File: config.mk
export PLATFORM = sky130hd
export DESIGN_NAME = divmatch_timer
export DESIGN_NICKNAME = d
export VERILOG_FILES = /design/src/rtl/tmr_pkg.sv /design/src/rtl/tmr_regfile.sv /design/src/rtl/tmr_prescaler.sv /design/src/rtl/tmr_core.sv /design/src/rtl/divmatch_timer.sv
export SDC_FILE = /design/constraint.sdc
export NUM_CORES = 1
export LEC_CHECK = 0
export BUFFER_PORTS_ARGS = -buffer_cell sky130_fd_sc_hd__clkbuf_2
export CELL_PAD_IN_SITES_DETAIL_PLACEMENT = 1
export CELL_PAD_IN_SITES_GLOBAL_PLACEMENT = 2
export CORE_ASPECT_RATIO = 0.75
export CORE_UTILIZATION = 39
export CTS_CLUSTER_SIZE = 40
export DETAILED_ROUTE_END_ITERATION = 10
export PLACE_DENSITY_LB_ADDON = 0.1
export SYNTH_ARGS = -nofsm -noshare
export SYNTH_HDL_FRONTEND = slang
export SYNTH_SLANG_ARGS = --single-unit
File: constraint.sdc
create_clock -name clk_i -period 5.19 [get_ports clk_i]
set_input_delay 1.2975 -clock clk_i [delete_from_list [all_inputs] [get_ports clk_i]]
set_output_delay 1.2975 -clock clk_i [all_outputs]
set_load 0.01 [all_outputs]
File: src/rtl/tmr_pkg.sv
package tmr_pkg;
  localparam int unsigned CNT_W   = 32;
  localparam int unsigned ADDR_W  = 3;
  localparam int unsigned RUN_BIT = 0;
  localparam int unsigned CLR_BIT = 1;

  typedef enum logic [ADDR_W-1:0] {
    IDX_CTRL  = 3'd0,
    IDX_LIMIT = 3'd1,
    IDX_DIV   = 3'd2,
    IDX_COUNT = 3'd3,
    IDX_FLAGS = 3'd4
  } reg_idx_e;
endpackage

File: src/rtl/tmr_regfile.sv
module tmr_regfile
  import tmr_pkg::*;
#(
  parameter int unsigned W = CNT_W
) (
  input  logic              clk_i,
  input  logic              rst_ni,
  input  logic              we_i,
  input  logic [ADDR_W-1:0] addr_i,
  input  logic [W-1:0]      wdata_i,
  input  logic [W-1:0]      cnt_i,
  input  logic [1:0]        flags_i,
  output logic              run_o,
  output logic              clr_o,
  output logic              load_o,
  output logic [W-1:0]      limit_o,
  output logic [W-1:0]      div_o,
  output logic [W-1:0]      rdata_o
);
  logic         run_q, run_d;
  logic [W-1:0] limit_q, limit_d;
  logic [W-1:0] div_q, div_d;
  logic         wr_ctrl, wr_limit, wr_div;

  always_comb begin
    wr_ctrl  = we_i && (addr_i == IDX_CTRL);
    wr_limit = we_i && (addr_i == IDX_LIMIT);
    wr_div   = we_i && (addr_i == IDX_DIV);
    run_d    = wr_ctrl  ? wdata_i[RUN_BIT] : run_q;
    limit_d  = wr_limit ? wdata_i : limit_q;
    div_d    = wr_div   ? wdata_i : div_q;
  end

  always_ff @(posedge clk_i or negedge rst_ni) begin
    if (!rst_ni) begin
      run_q   <= 1'b0;
      limit_q <= '1;
      div_q   <= '0;
    end else begin
      run_q   <= run_d;
      limit_q <= limit_d;
      div_q   <= div_d;
    end
  end

  assign run_o   = run_q;
  assign clr_o   = wr_ctrl && wdata_i[CLR_BIT];
  assign load_o  = we_i && (addr_i == IDX_COUNT);
  assign limit_o = limit_q;
  assign div_o   = div_q;

  always_comb begin
    rdata_o = '0;
    case (addr_i)
      IDX_CTRL:  rdata_o[RUN_BIT] = run_q;
      IDX_LIMIT: rdata_o = limit_q;
      IDX_DIV:   rdata_o = div_q;
      IDX_COUNT: rdata_o = cnt_i;
      IDX_FLAGS: rdata_o[1:0] = flags_i;
      default:   rdata_o = '0;
    endcase
  end
endmodule

File: src/rtl/tmr_prescaler.sv
module tmr_prescaler #(
  parameter int unsigned W = 32
) (
  input  logic         clk_i,
  input  logic         rst_ni,
  input  logic         run_i,
  input  logic         clr_i,
  input  logic [W-1:0] div_i,
  output logic         tick_o
);
  logic [W-1:0] phase_q, phase_d;
  logic [W-1:0] last_phase;
  logic         tick;

  always_comb begin
    last_phase = (div_i == '0) ? '0 : div_i - 1'b1;
    tick       = run_i && !clr_i && (phase_q >= last_phase);
    if (!run_i || clr_i || tick) phase_d = '0;
    else                         phase_d = phase_q + 1'b1;
  end

  always_ff @(posedge clk_i or negedge rst_ni) begin
    if (!rst_ni) phase_q <= '0;
    else         phase_q <= phase_d;
  end

  assign tick_o = tick;
endmodule

File: src/rtl/tmr_core.sv
module tmr_core #(
  parameter int unsigned W = 32
) (
  input  logic         clk_i,
  input  logic         rst_ni,
  input  logic         tick_i,
  input  logic         clr_i,
  input  logic         load_i,
  input  logic [W-1:0] load_val_i,
  input  logic [W-1:0] limit_i,
  output logic [W-1:0] cnt_o,
  output logic [1:0]   flags_o,
  output logic         evt_o
);
  logic [W-1:0] cnt_q, cnt_d, cnt_inc;
  logic         flag_q, flag_d;
  logic         mirror_q, mirror_d;
  logic         evt_q, evt_d;
  logic         adv, hit;

  always_comb begin
    cnt_inc  = cnt_q + 1'b1;
    adv      = tick_i && !clr_i && !load_i;
    hit      = adv && (cnt_inc == limit_i);
    if (clr_i)       cnt_d = '0;
    else if (load_i) cnt_d = load_val_i;
    else if (adv)    cnt_d = cnt_inc;
    else             cnt_d = cnt_q;
    flag_d   = clr_i ? 1'b0 : (flag_q   | hit);
    mirror_d = clr_i ? 1'b0 : (mirror_q | hit);
    evt_d    = hit && !flag_q;
  end

  always_ff @(posedge clk_i or negedge rst_ni) begin
    if (!rst_ni) begin
      cnt_q    <= '0;
      flag_q   <= 1'b0;
      mirror_q <= 1'b0;
      evt_q    <= 1'b0;
    end else begin
      cnt_q    <= cnt_d;
      flag_q   <= flag_d;
      mirror_q <= mirror_d;
      evt_q    <= evt_d;
    end
  end

  assign cnt_o   = cnt_q;
  assign flags_o = {mirror_q, flag_q};
  assign evt_o   = evt_q;
endmodule

File: src/rtl/divmatch_timer.sv
module divmatch_timer
  import tmr_pkg::*;
(
  input  logic              clk_i,
  input  logic              rst_ni,
  input  logic              bus_we_i,
  input  logic [ADDR_W-1:0] bus_addr_i,
  input  logic [CNT_W-1:0]  bus_wdata_i,
  output logic [CNT_W-1:0]  bus_rdata_o,
  output logic              match_evt_o
);
  logic             run, clr, load, tick;
  logic [CNT_W-1:0] limit, div, cnt;
  logic [1:0]       flags;

  tmr_regfile #(.W(CNT_W)) u_regs (
    .clk_i(clk_i), .rst_ni(rst_ni), .we_i(bus_we_i), .addr_i(bus_addr_i),
    .wdata_i(bus_wdata_i), .cnt_i(cnt), .flags_i(flags), .run_o(run),
    .clr_o(clr), .load_o(load), .limit_o(limit), .div_o(div),
    .rdata_o(bus_rdata_o)
  );

  tmr_prescaler #(.W(CNT_W)) u_pre (
    .clk_i(clk_i), .rst_ni(rst_ni), .run_i(run), .clr_i(clr),
    .div_i(div), .tick_o(tick)
  );

  tmr_core #(.W(CNT_W)) u_core (
    .clk_i(clk_i), .rst_ni(rst_ni), .tick_i(tick), .clr_i(clr),
    .load_i(load), .load_val_i(bus_wdata_i), .limit_i(limit),
    .cnt_o(cnt), .flags_o(flags), .evt_o(match_evt_o)
  );
endmodule

==> results by group, run 1 <==
Die
  • Starting Density: 39.7%
  • Die Footprint: 24100 µm²
  • I/O pin total: 71
  • DIE WIDTH: 179 µm
  • Core Footprint: 23000 µm²
  • Row count: 48
  • Die height: 135 µm

STA
  • Final Cycle Share: 94.1%
  • RSZ-0062 raised after global routing: no
  • Hold Vio Cnt, Final: 0
  • Fmax: 205 MHz
  • Final TNS setup: 0 ns
  • Max Slew Vio Count: 0
  • Slew margin rel.: 52.4%
  • Clk_skew: 0.00797 ns
  • Period minus WS final: 4.89 ns
  • Finish-stage setup viols: 0
  • Worst-Margin Slew: 0.708 ns

Critical path
  • Crit Path Class: reg -> reg
  • Nature of the critical path endpoint: flip-flop
  • Worst setup startpoint: u_regs.div_o[15]
  • RR Endpoint: u_core.cnt_o[7]
  • Worst EP required: 5.46 ns
  • RR Startpoint: u_regs.div_o[15]
  • Critical Path, Cell by Cell: or4_1, or2_2, or4_1, or3_1, xnor2_1, nand2_1, ha_1, and2_1, a221o_1, a221oi_2, nand2_1, o21ai_2, buf_12, nor3_1, xnor2_1, a21oi_1
  • CP Max Fanout: 32
  • Setup slack, reg-to-reg: 0.30 ns
  • Crit-path slowest cell: or4_1
  • Arrival time worst endpoint: 5.15 ns
  • Startpoint Class: flip-flop
  • CP peak stage delay: 0.67 ns
  • Cells on worst reg2reg path: 16

Cells and area
  • Commonest non-fill, non-tap cell in the layout: nor2_1
  • Final instance area: 10600 µm²
  • Most frequent cells in the layout: nor2_1, dfrtp_1, mux2_2
  • Share of cells above drive strength 1: 26.7%
  • FILL cells: 2678
  • Syn-to-layout area delta: 15.7%
  • Final Util: 46.0%
  • Nets: 1121
  • Number of diodes: 0

Logic synthesis
  • Sequential area share after synthesis: 36.6%
  • Post-synth ARST share: 100%
  • Mapped Area: 9140 µm²
  • Largest family of logic cells by synthesized area: simple AND/OR/NAND/NOR gates
  • Post-Syn Nets: 1061
  • EDFF count, synth: 0
  • Main synth FF type: dfrtp_1
  • Yosys cell types: 66
  • Post-synthesis mux area share: 11.9%
  • Synthesis-stage register bit count: 132
  • Avg Inst Size Synth: 9.26 µm²
  • Complex-gate fraction of the synthesized area: 11.9%
  • Synth Warn #: 0
  • Simple-Gate Fraction of Synth Area: 18.7%
  • Xor/xnor cell area share of the yosys netlist: 12.6%
  • Syn Inst Count: 987
  • Synth Area in Adders: 4.93%

Route
  • Drt first pass iters: 4
  • WL final: 29.2 mm
  • Vias per std cell: 5.66
  • DRT iter0 DRCs: 425
  • Routed Antenna Nets: 0
  • Via count: 7696
  • DR DRC count: 0
  • Average wire per standard cell: 21.4 µm

GRT
  • Routing usage on met1: 38.1%
  • Gr usage total: 25.4%
  • First-pass GRT wire length: 46.2 mm
  • Vias in the first global route: 7895
  • Grt ovf: 0
  • Antenna violations before repair: 0
  • Pin count of the biggest net entering global routing: 74
  • Most used routing layer: met1
  • GR Layer Usage met3: 3.97%
  • Met2 usage: 37.3%

Pwr
  • Peak supply drop: 0.236 mV
  • PwrDens: 369 nW/µm²
  • LEAKAGE: 4.41 nW

Clock tree
  • CTS sink cnt: 132
  • TritonCTS buffer count: 17
  • Hold_buf cts: 0
  • H-tree Lvls: 4
  • Clock root buffer: clkbuf_16
  • Post-CTS setup buffers: 0
  • Max Root-Sink Buffers: 2
  • CTS tree: done
  • Clock slew seen by the registers of the worst setup and hold paths: 0.06 ns
  • Clk_lat worst skew: 0.42 ns

Placement
  • Final Wtd Congestion: 0.847
  • Dpl hpwl: 21.4 mm
  • I/O Buffers: 70
  • Placed Area: 9920 µm²

Status
  • Outcome: complete, no violations

Flow run
  • # Max-Cap Violations: 0

Worst hold path
  • Hold crit path type: reg -> reg
  • Hold endpoint: u_core.evt_o
  • Hold_sp: u_core.flag_q
  • Hold depth: 1
per-layer routing:
layer / wire length, µm / vias up
met2: 12700 / 129
met5: 0 / -
met4: 423 / 0
met3: 861 / 21
met1: 15100 / 3892
li1: - / 3654
registers in the layout, summed over array words and instances (netlist names):
name and count:
u_core.cnt_o 32, u_pre.phase_q 32, u_regs.div_o 32, u_regs.limit_o 32
u_core.evt_o 1, u_core.flag_q 1, u_core.mirror_q 1, u_regs.run_o 1
stage by stage:
stage	instances	setup WS, ns	hold WS, ns	total power, mW
finish	1360	0.304	0.472	3.90
global route	1360	0.0140	0.480	4.12
CTS	1360	0.0656	0.475	3.93
detailed placement	1328	0.0195	0.467	2.62
global placement	1328	0.347	0.464	2.60
floorplan	987	0.599	0.424	2.21
worst max-delay path by stage:
| stage | endpoint | slack (ns) | cells after the start |
|---|---|---|---|
| finish | u_core.cnt_o[7] | 0.30 | 16 |
| global route | u_core.cnt_o[10] | 0.01 | 17 |
| CTS | u_core.cnt_o[7] | 0.07 | 17 |
| detailed placement | u_core.cnt_o[6] | 0.02 | 17 |
| global placement | u_core.cnt_o[9] | 0.35 | 17 |
| floorplan | u_core.cnt_o[1] | 0.60 | 17 |
worst max-delay path: cells and delay by family, from the launching register on:
kind	cells	cell delay, ns
and+or+nand+nor	8	2.40
adders and majority gates	1	0.28
xor gates and xnor gates	2	0.35
buffers and inverters	1	0.22
AOI/OAI and AO/OA	4	1.01
DFF	1	0.44
what timing repair did:
action,4_1_cts,5_1_grt
gates cloned,0,0
resized for setup,1,6
setup endpoints to repair,2,34
cells in the mapped netlist, drive strengths merged, types with 3 or more instances:
master | n | share of area (%)
a21oi | 43 | 2.4
nor3 | 31 | 1.7
nor4 | 23 | 1.9
inv | 13 | 0.53
a21o | 8 | 0.66
o211ai | 3 | 0.25
and2 | 5 | 0.34
xor2 | 50 | 4.8
dfstp | 32 | 9.2
nor2 | 103 | 4.2
o22ai | 5 | 0.34
a211oi | 5 | 0.41
mux2i | 4 | 0.44
nand4 | 13 | 1.1
or4 | 8 | 0.70
a31oi | 5 | 0.34
o21a | 3 | 0.25
a22oi | 32 | 2.6
dfrtp | 100 | 27
nand2 | 79 | 3.2
nand2b | 6 | 0.41
ha | 36 | 4.9
nor2b | 5 | 0.34
and3 | 12 | 0.82
buf | 13 | 0.78
xnor2 | 81 | 7.8
or3 | 10 | 0.68
o21ai | 49 | 2.7
nand3 | 29 | 1.6
and4 | 6 | 0.58
clkbuf | 51 | 2.1
mux2 | 93 | 11
cell type report:
class	count	area [µm²]	share of cell area, %
clock buffer	23	488	4.62
timing repair buffer	105	644	6.09
inverter	13	48.8	0.462
sequential	132	3340	31.6
tap	300	375	3.55
multi-input combinational	778	5550	52.5
clock inverter	9	125	1.18
cell families (layout without fill, tap and decap cells):
family	Yosys count	after routing
fa+ha+maj	36	36
compound gates	173	173
mux	97	97
simple gates	341	341
buf+inv	77	150
xor+xnor	131	131
flops	132	132
power by group:
part	switching, mW	internal (mW)	total (mW)
registers	0.280	1.25	1.53
logic	0.568	0.526	1.09
clock network	0.476	0.804	1.28
(Power assumes the default switching activity.)
==> run 2: changes to the inputs <==
--- a/config.mk
+++ b/config.mk
@@ -10,6 +10,7 @@
 export CELL_PAD_IN_SITES_GLOBAL_PLACEMENT = 2
 export CORE_ASPECT_RATIO = 0.75
 export CORE_UTILIZATION = 39
+export CTS_BUF_LIST = sky130_fd_sc_hd__clkbuf_16
 export CTS_CLUSTER_SIZE = 40
 export DETAILED_ROUTE_END_ITERATION = 10
 export PLACE_DENSITY_LB_ADDON = 0.1
==> run 2 against run 1 <==
Effect of this change: worst hold slack about the same; maximum frequency down 0.35%; critical path depth did not move; count of clock-buffer cells in the layout down 6; worst setup slack worse by 0.017 ns; die area unchanged; critical endpoint unchanged; cell count stayed put; total power is 1.8% lower.
==> results by group, run 2 (same netlist as run 1, synthesis figures left out) <==
Status
  • Outcome: complete, no violations

Route
  • Vias per std cell: 5.66 (about the same)
  • DRT iter0 DRCs: 429 (+0.94%)
  • DR DRC count: 0 (unchanged)
  • WL final: 29.2 mm (+0.20%)
  • Average wire per standard cell: 21.5 µm (+0.20%)
  • Routed Antenna Nets: 0 (unchanged)
  • Via count: 7695 (-0.013%)
  • Drt first pass iters: 4 (unchanged)

Clock tree
  • Clock root buffer: clkbuf_16
  • Hold_buf cts: 0 (unchanged)
  • Max Root-Sink Buffers: 2 (unchanged)
  • TritonCTS buffer count: 17 (unchanged)
  • Clk_lat worst skew: 0.42 ns (about the same)
  • Clock slew seen by the registers of the worst setup and hold paths: 0.06 ns (about the same)
  • H-tree Lvls: 4 (unchanged)
  • CTS sink cnt: 132 (unchanged)
  • CTS tree: done
  • Post-CTS setup buffers: 0 (unchanged)

Placement
  • I/O Buffers: 70 (unchanged)
  • Pre-CTS setup slack: 0.0195 ns (unchanged)
  • Dpl hpwl: 21.4 mm (unchanged)
  • Placed Instances: 1328 (unchanged)
  • Final Wtd Congestion: 0.847 (unchanged)

GRT
  • Antenna violations before repair: 0 (unchanged)
  • Met2 usage: 37.3% (unchanged)
  • Gr usage total: 25.4% (-0.026 points)
  • Most used routing layer: met1
  • Pin count of the biggest net entering global routing: 74 (unchanged)
  • GR Layer Usage met3: 3.86% (-0.11 points)
  • Routing usage on met1: 38.0% (-0.060 points)
  • Grt ovf: 0 (unchanged)
  • Vias in the first global route: 7912 (+0.22%)
  • First-pass GRT wire length: 46.3 mm (about the same)

Critical path
  • Worst EP required: 5.46 ns (about the same)
  • RR Startpoint: u_regs.div_o[14]
  • Nature of the critical path endpoint: flip-flop
  • Cells on worst reg2reg path: 16 (unchanged)
  • Arrival time worst endpoint: 5.17 ns (+0.02 ns)
  • Worst setup startpoint: u_regs.div_o[14]
  • Crit Path Class: reg -> reg
  • Setup slack, reg-to-reg: 0.29 ns (-0.02 ns)
  • CP Max Fanout: 32 (unchanged)
  • Worst Setup EP: u_core.cnt_o[7]
  • RR Endpoint: u_core.cnt_o[7]
  • Startpoint Class: flip-flop

Die
  • I/O pin total: 71 (unchanged)
  • Die height: 135 µm (unchanged)
  • DIE WIDTH: 179 µm (unchanged)
  • Die Footprint: 24100 µm² (unchanged)
  • Row count: 48 (unchanged)
  • Core Footprint: 23000 µm² (unchanged)
  • Starting Density: 39.7% (unchanged)

STA
  • Final Cycle Share: 94.5% (+0.33 points)
  • Worst-Margin Slew: 0.734 ns (+0.0262 ns)
  • Final worst slack: 0.287 ns (-0.0171 ns)
  • Hold slack final: 0.471 ns (-0.000478 ns)
  • RSZ-0062 raised after global routing: no
  • Clk_skew: 0.00495 ns (-0.00301 ns)
  • Final TNS setup: 0 ns (unchanged)
  • Finish-stage setup viols: 0 (unchanged)
  • Slew margin rel.: 51.0% (-1.4 points)
  • Max Slew Vio Count: 0 (unchanged)
  • Period minus WS final: 4.90 ns (+0.0171 ns)
  • Fmax: 204 MHz (-0.35%)
  • Hold Vio Cnt, Final: 0 (unchanged)

Cells and area
  • Number of diodes: 0 (unchanged)
  • Finished Layout Cells: 1360 (unchanged)
  • Syn-to-layout area delta: 15.3%
  • Share of cells above drive strength 1: 26.3% (-0.38 points)
  • FILL cells: 2676 (-0.075%)
  • Final Util: 45.8% (-0.17 points)
  • Area of the multi-input gates: 5550 µm² (unchanged)
  • Seq. cell area: 3340 µm² (unchanged)
  • Most frequent cells in the layout: nor2_1, dfrtp_1, mux2_2
  • Commonest non-fill, non-tap cell in the layout: nor2_1
  • Nets: 1121 (unchanged)

Pwr
  • PwrDens: 364 nW/µm² (-1.4%)
  • Peak supply drop: 0.237 mV (+0.30%)
  • LEAKAGE: 4.39 nW (-0.32%)

Flow run
  • # Max-Cap Violations: 0 (unchanged)

Worst hold path
  • Hold crit path type: reg -> reg
run 2: changes by cell type in the layout (fill, tap and decap cells not counted):
cell      previous run  this run
inv_1               13        15
clkinv_1             0         4
clkbuf_8             4         0
clkbuf_1             2         0
run 2: final cells by class:
| class | count | share of cell area (%) |
|---|---|---|
| Timing Repair Buffer | 105 | 6.12 |
| Tap cell | 300 | 3.56 |
| Inverter | 13 | 0.463 |
| Clock inverter | 15 | 1.40 |
| Sequential cell | 132 | 31.7 |
| Multi-Input combinational cell | 778 | 52.7 |
| Clock buffer | 17 | 4.04 |
run 2: worst min path at each step:
stage	from	endpoint	slack [ns]	cells after the start
after floorplan	u_core.flag_q	u_core.evt_o	0.42	1
after global placement	u_core.flag_q	u_core.evt_o	0.46	1
after detailed placement	u_core.flag_q	u_core.evt_o	0.47	1
after CTS	u_core.flag_q	u_core.evt_o	0.47	1
after global routing	u_core.flag_q	u_core.evt_o	0.48	1
final	u_core.flag_q	u_core.evt_o	0.47	1
run 2: stage by stage:
stage | instance area, µm² | total power [mW]
finish | 10500 | 3.83
global route | 10500 | 4.05
CTS | 10500 | 3.86
detailed placement | 9920 | 2.62
global placement | 9920 | 2.60
floorplan | 9140 | 2.21
run 2: worst max-delay path, cell delays in order (launching register included):
cell and delay [ns]:
dfrtp_1 0.46, or4_1 0.66, or2_2 0.39, or4_1 0.51
or3_1 0.36, xnor2_1 0.15, nand2_1 0.08, ha_1 0.28
and2_1 0.16, a221o_1 0.31, a221oi_2 0.41, nand2_1 0.16
o21ai_2 0.19, buf_12 0.22, nor3_1 0.08, xnor2_1 0.20
a21oi_1 0.10
run 2: where the power goes:
part | internal (mW) | total, mW | leakage [nW] | switching, mW
Sequential | 1.25 | 1.52 | 1.60 | 0.278
Clock | 0.740 | 1.21 | 0.285 | 0.471
Combinational | 0.526 | 1.10 | 2.51 | 0.569
run 2: metal layers:
metal / part of all wire [%] / wire [µm]
met3: 3.8 / 1120
met1: 51 / 15000
met2: 43 / 12700
met4: 1.5 / 436
met5: 0 / 0
run 2: what timing repair did:
| action | 4_1_cts | 5_1_grt |
|---|---|---|
| gates resized for setup | 1 | 6 |
| endpoints found under the setup margin | 1 | 34 |
| cloned | 0 | 0 |
==> run 3: changes to the inputs <==
--- a/config.mk
+++ b/config.mk
@@ -6,14 +6,12 @@
 export NUM_CORES = 1
 export LEC_CHECK = 0
 export BUFFER_PORTS_ARGS = -buffer_cell sky130_fd_sc_hd__clkbuf_2
-export CELL_PAD_IN_SITES_DETAIL_PLACEMENT = 1
-export CELL_PAD_IN_SITES_GLOBAL_PLACEMENT = 2
 export CORE_ASPECT_RATIO = 0.75
-export CORE_UTILIZATION = 39
+export CORE_UTILIZATION = 45
 export CTS_BUF_LIST = sky130_fd_sc_hd__clkbuf_16
 export CTS_CLUSTER_SIZE = 40
 export DETAILED_ROUTE_END_ITERATION = 10
-export PLACE_DENSITY_LB_ADDON = 0.1
+export RECOVER_POWER = 100
 export SYNTH_ARGS = -nofsm -noshare
 export SYNTH_HDL_FRONTEND = slang
 export SYNTH_SLANG_ARGS = --single-unit
==> run 3 against run 2 <==
Effect of this change: total power rose by 0.81%; non-clock buffer count fell by 5; final area fell by 1.7%; the run now ends with DRC, capacitance limit, slew limit left; clock skew rose by 0.0040 ns; wire length fell by 12%; worst hold slack got worse by 0.018 ns; sequential share of layout area rose by 0.55 points; clock power rose by 8%; maximum frequency fell by 1.3%; via count fell by 1.2%; worst setup slack got worse by 0.066 ns; combinational power fell by 5%.
==> results by group, run 3 (same netlist as run 1, synthesis figures left out) <==
STA
  • Fmax: 201 MHz (-1.3%)
  • Max Slew Vio Count: 97 (+97)
  • Worst-Margin Slew: 3.42 ns (+2.68 ns)
  • Finish-stage setup viols: 0 (unchanged)
  • Slew margin rel.: -128% (-180 points)
  • Period minus WS final: 4.97 ns (+0.0659 ns)
  • Hold Vio Cnt, Final: 0 (unchanged)
  • RSZ-0062 raised after global routing: no
  • Clk_skew: 0.00890 ns (+0.00395 ns)
  • Final Cycle Share: 95.7% (+1.3 points)
  • Final TNS setup: 0 ns (unchanged)

Worst hold path
  • Hold crit path type: reg -> reg

GRT
  • Pin count of the biggest net entering global routing: 74 (unchanged)
  • Vias in the first global route: 7014 (-11%)
  • Grt ovf: 0 (unchanged)
  • Antenna violations before repair: 0 (unchanged)
  • Gr usage total: 25.4% (about the same)
  • First-pass GRT wire length: 40.8 mm (-12%)

Critical path
  • Worst EP required: 5.47 ns (about the same)
  • CP peak stage delay: 0.53 ns (-0.13 ns)
  • CP Max Fanout: 32 (unchanged)
  • Critical Path, Cell by Cell: nor4_1, nand4_1, or2_2, or4_1, or3_1, xnor2_1, nand2_1, ha_1, and2_0, a221o_1, a221oi_2, nand2_1, o21ai_2, buf_12, nor4_1, xnor2_1, a21oi_1
  • Nature of the critical path endpoint: flip-flop
  • Crit Path Class: reg -> reg
  • CP Buf/Inv Count: 1 (unchanged)
  • Startpoint Class: flip-flop
  • Arrival time worst endpoint: 5.25 ns (+0.08 ns)
  • Crit-path slowest cell: nor4_1
  • Top cell family by delay on the critical path: simple AND/OR/NAND/NOR gates

Placement
  • Placed Area: 9810 µm² (-1.1%)
  • Final Wtd Congestion: 0.858 (+1.3%)
  • I/O Buffers: 70 (unchanged)
  • Dpl hpwl: 18.6 mm (-13%)

Status
  • Failing checks: DRC, capacitance limit, slew limit
  • Outcome: finished with violations

Pwr
  • PwrDens: 373 nW/µm² (+2.6%)
  • Peak supply drop: 0.214 mV (-9.8%)
  • LEAKAGE: 4.26 nW (-3.0%)

Flow run
  • # Max-Cap Violations: 2 (+2)

Die
  • Row count: 44 (-8.3%)
  • I/O pin total: 71 (unchanged)
  • Starting Density: 46.6% (+6.9 points)
  • Die height: 125 µm (-6.8%)
  • Die Footprint: 20900 µm² (-13%)
  • DIE WIDTH: 167 µm (-6.8%)
  • Core Footprint: 19600 µm² (-15%)

Clock tree
  • Clock root buffer: clkbuf_16
  • CTS sink cnt: 132 (unchanged)
  • Clk_lat worst skew: 0.43 ns (about the same)
  • H-tree Lvls: 4 (unchanged)
  • Post-CTS setup buffers: 0 (unchanged)
  • CTS tree: done
  • Hold_buf cts: 0 (unchanged)
  • CTS resizes: 0 (-1)
  • Max Root-Sink Buffers: 2 (unchanged)
  • TritonCTS buffer count: 17 (unchanged)
  • Clock slew seen by the registers of the worst setup and hold paths: 0.06 ns (about the same)

Route
  • Average wire per standard cell: 19.5 µm (-9.0%)
  • Routed Antenna Nets: 0 (unchanged)
  • Drt first pass iters: 8 (+4)
  • Vias per std cell: 5.81 (+2.8%)
  • DR DRC count: 3 (+3)
  • Via count: 7605 (-1.2%)
  • DRT iter0 DRCs: 810 (+89%)
  • WL final: 25.6 mm (-12%)

Cells and area
  • FILL cells: 1857 (-31%)
  • Syn-to-layout area delta: 13.3%
  • Nets: 1116 (-0.45%)
  • Share of cells above drive strength 1: 22.0% (-4.3 points)
  • Final instance area: 10400 µm² (-1.7%)
  • Commonest non-fill, non-tap cell in the layout: nor2_1
  • Number of diodes: 0 (unchanged)
  • Most frequent cells in the layout: nor2_1, dfrtp_1, mux2_2
  • Seq. cell area: 3340 µm² (unchanged)
  • Area of the multi-input gates: 5500 µm² (-0.86%)
run 3: changes by cell type in the layout (fill, tap and decap cells not counted), sizes merged:
cell and change:
inv +2, clkbuf +9, clkinv -3, clkinvlp -1, dlygate4sd2 +1, buf -15
bufinv +2
run 3: final timing paths:
path	startpoint	endpoint	slack, ns	cells after the start
hold reg to reg	u_core.flag_q	u_core.evt_o	0.45	1
min in group asynchronous	rst_ni	u_pre.phase_q[28]	2.18	1
max in group asynchronous	rst_ni	u_core.cnt_o[19]	0.84	2
hold / removal	u_core.flag_q	u_core.evt_o	0.45	1
setup reg to reg	u_regs.div_o[8]	u_core.cnt_o[9]	0.22	17
setup / recovery	u_regs.div_o[8]	u_core.cnt_o[9]	0.22	17
run 3: through the flow:
step	utilization (%)	setup slack, ns	hold slack [ns]	power [mW]	cells
floorplan	-	0.599	0.424	2.21	987
global placement	50.0	0.361	0.445	2.55	1276
detailed placement	50.0	0.185	0.452	2.56	1276
CTS	53.2	0.147	0.457	3.89	1308
global route	52.8	0.0297	0.479	4.06	1308
finish	52.8	0.221	0.453	3.86	1308
run 3: layout make-up:
| type | count | area share, % |
|---|---|---|
| sequential | 132 | 32.3 |
| clock buffer | 17 | 4.11 |
| clock inverter | 15 | 1.91 |
| multi-input combinational | 778 | 53.1 |
| inverter | 13 | 0.471 |
| tap | 253 | 3.06 |
| timing repair buffer | 100 | 5.03 |
run 3: metal layers:
| layer | global-route usage (%) | part of all wire (%) |
|---|---|---|
| met2 | 35.1 | 41 |
| met1 | 38.4 | 51 |
| met5 | 0 | 0 |
| met3 | 5.57 | 5.9 |
| met4 | 8.66 | 2.2 |
run 3: report_power, final:
group	switching, mW	internal [mW]	total [mW]
sequential	0.271	1.25	1.52
clock	0.470	0.839	1.31
combinational	0.534	0.502	1.04
run 3: worst register-to-register path, cell delays in order, from the launching register on:
cell      delay, ns
dfrtp_1        0.45
nor4_1         0.53
nand4_1        0.28
or2_2          0.38
or4_1          0.51
or3_1          0.37
xnor2_1        0.14
nand2_1        0.07
ha_1           0.26
and2_0         0.15
a221o_1        0.32
a221oi_2       0.43
nand2_1        0.14
o21ai_2        0.18
buf_12         0.21
nor4_1         0.11
xnor2_1        0.18
a21oi_1        0.09
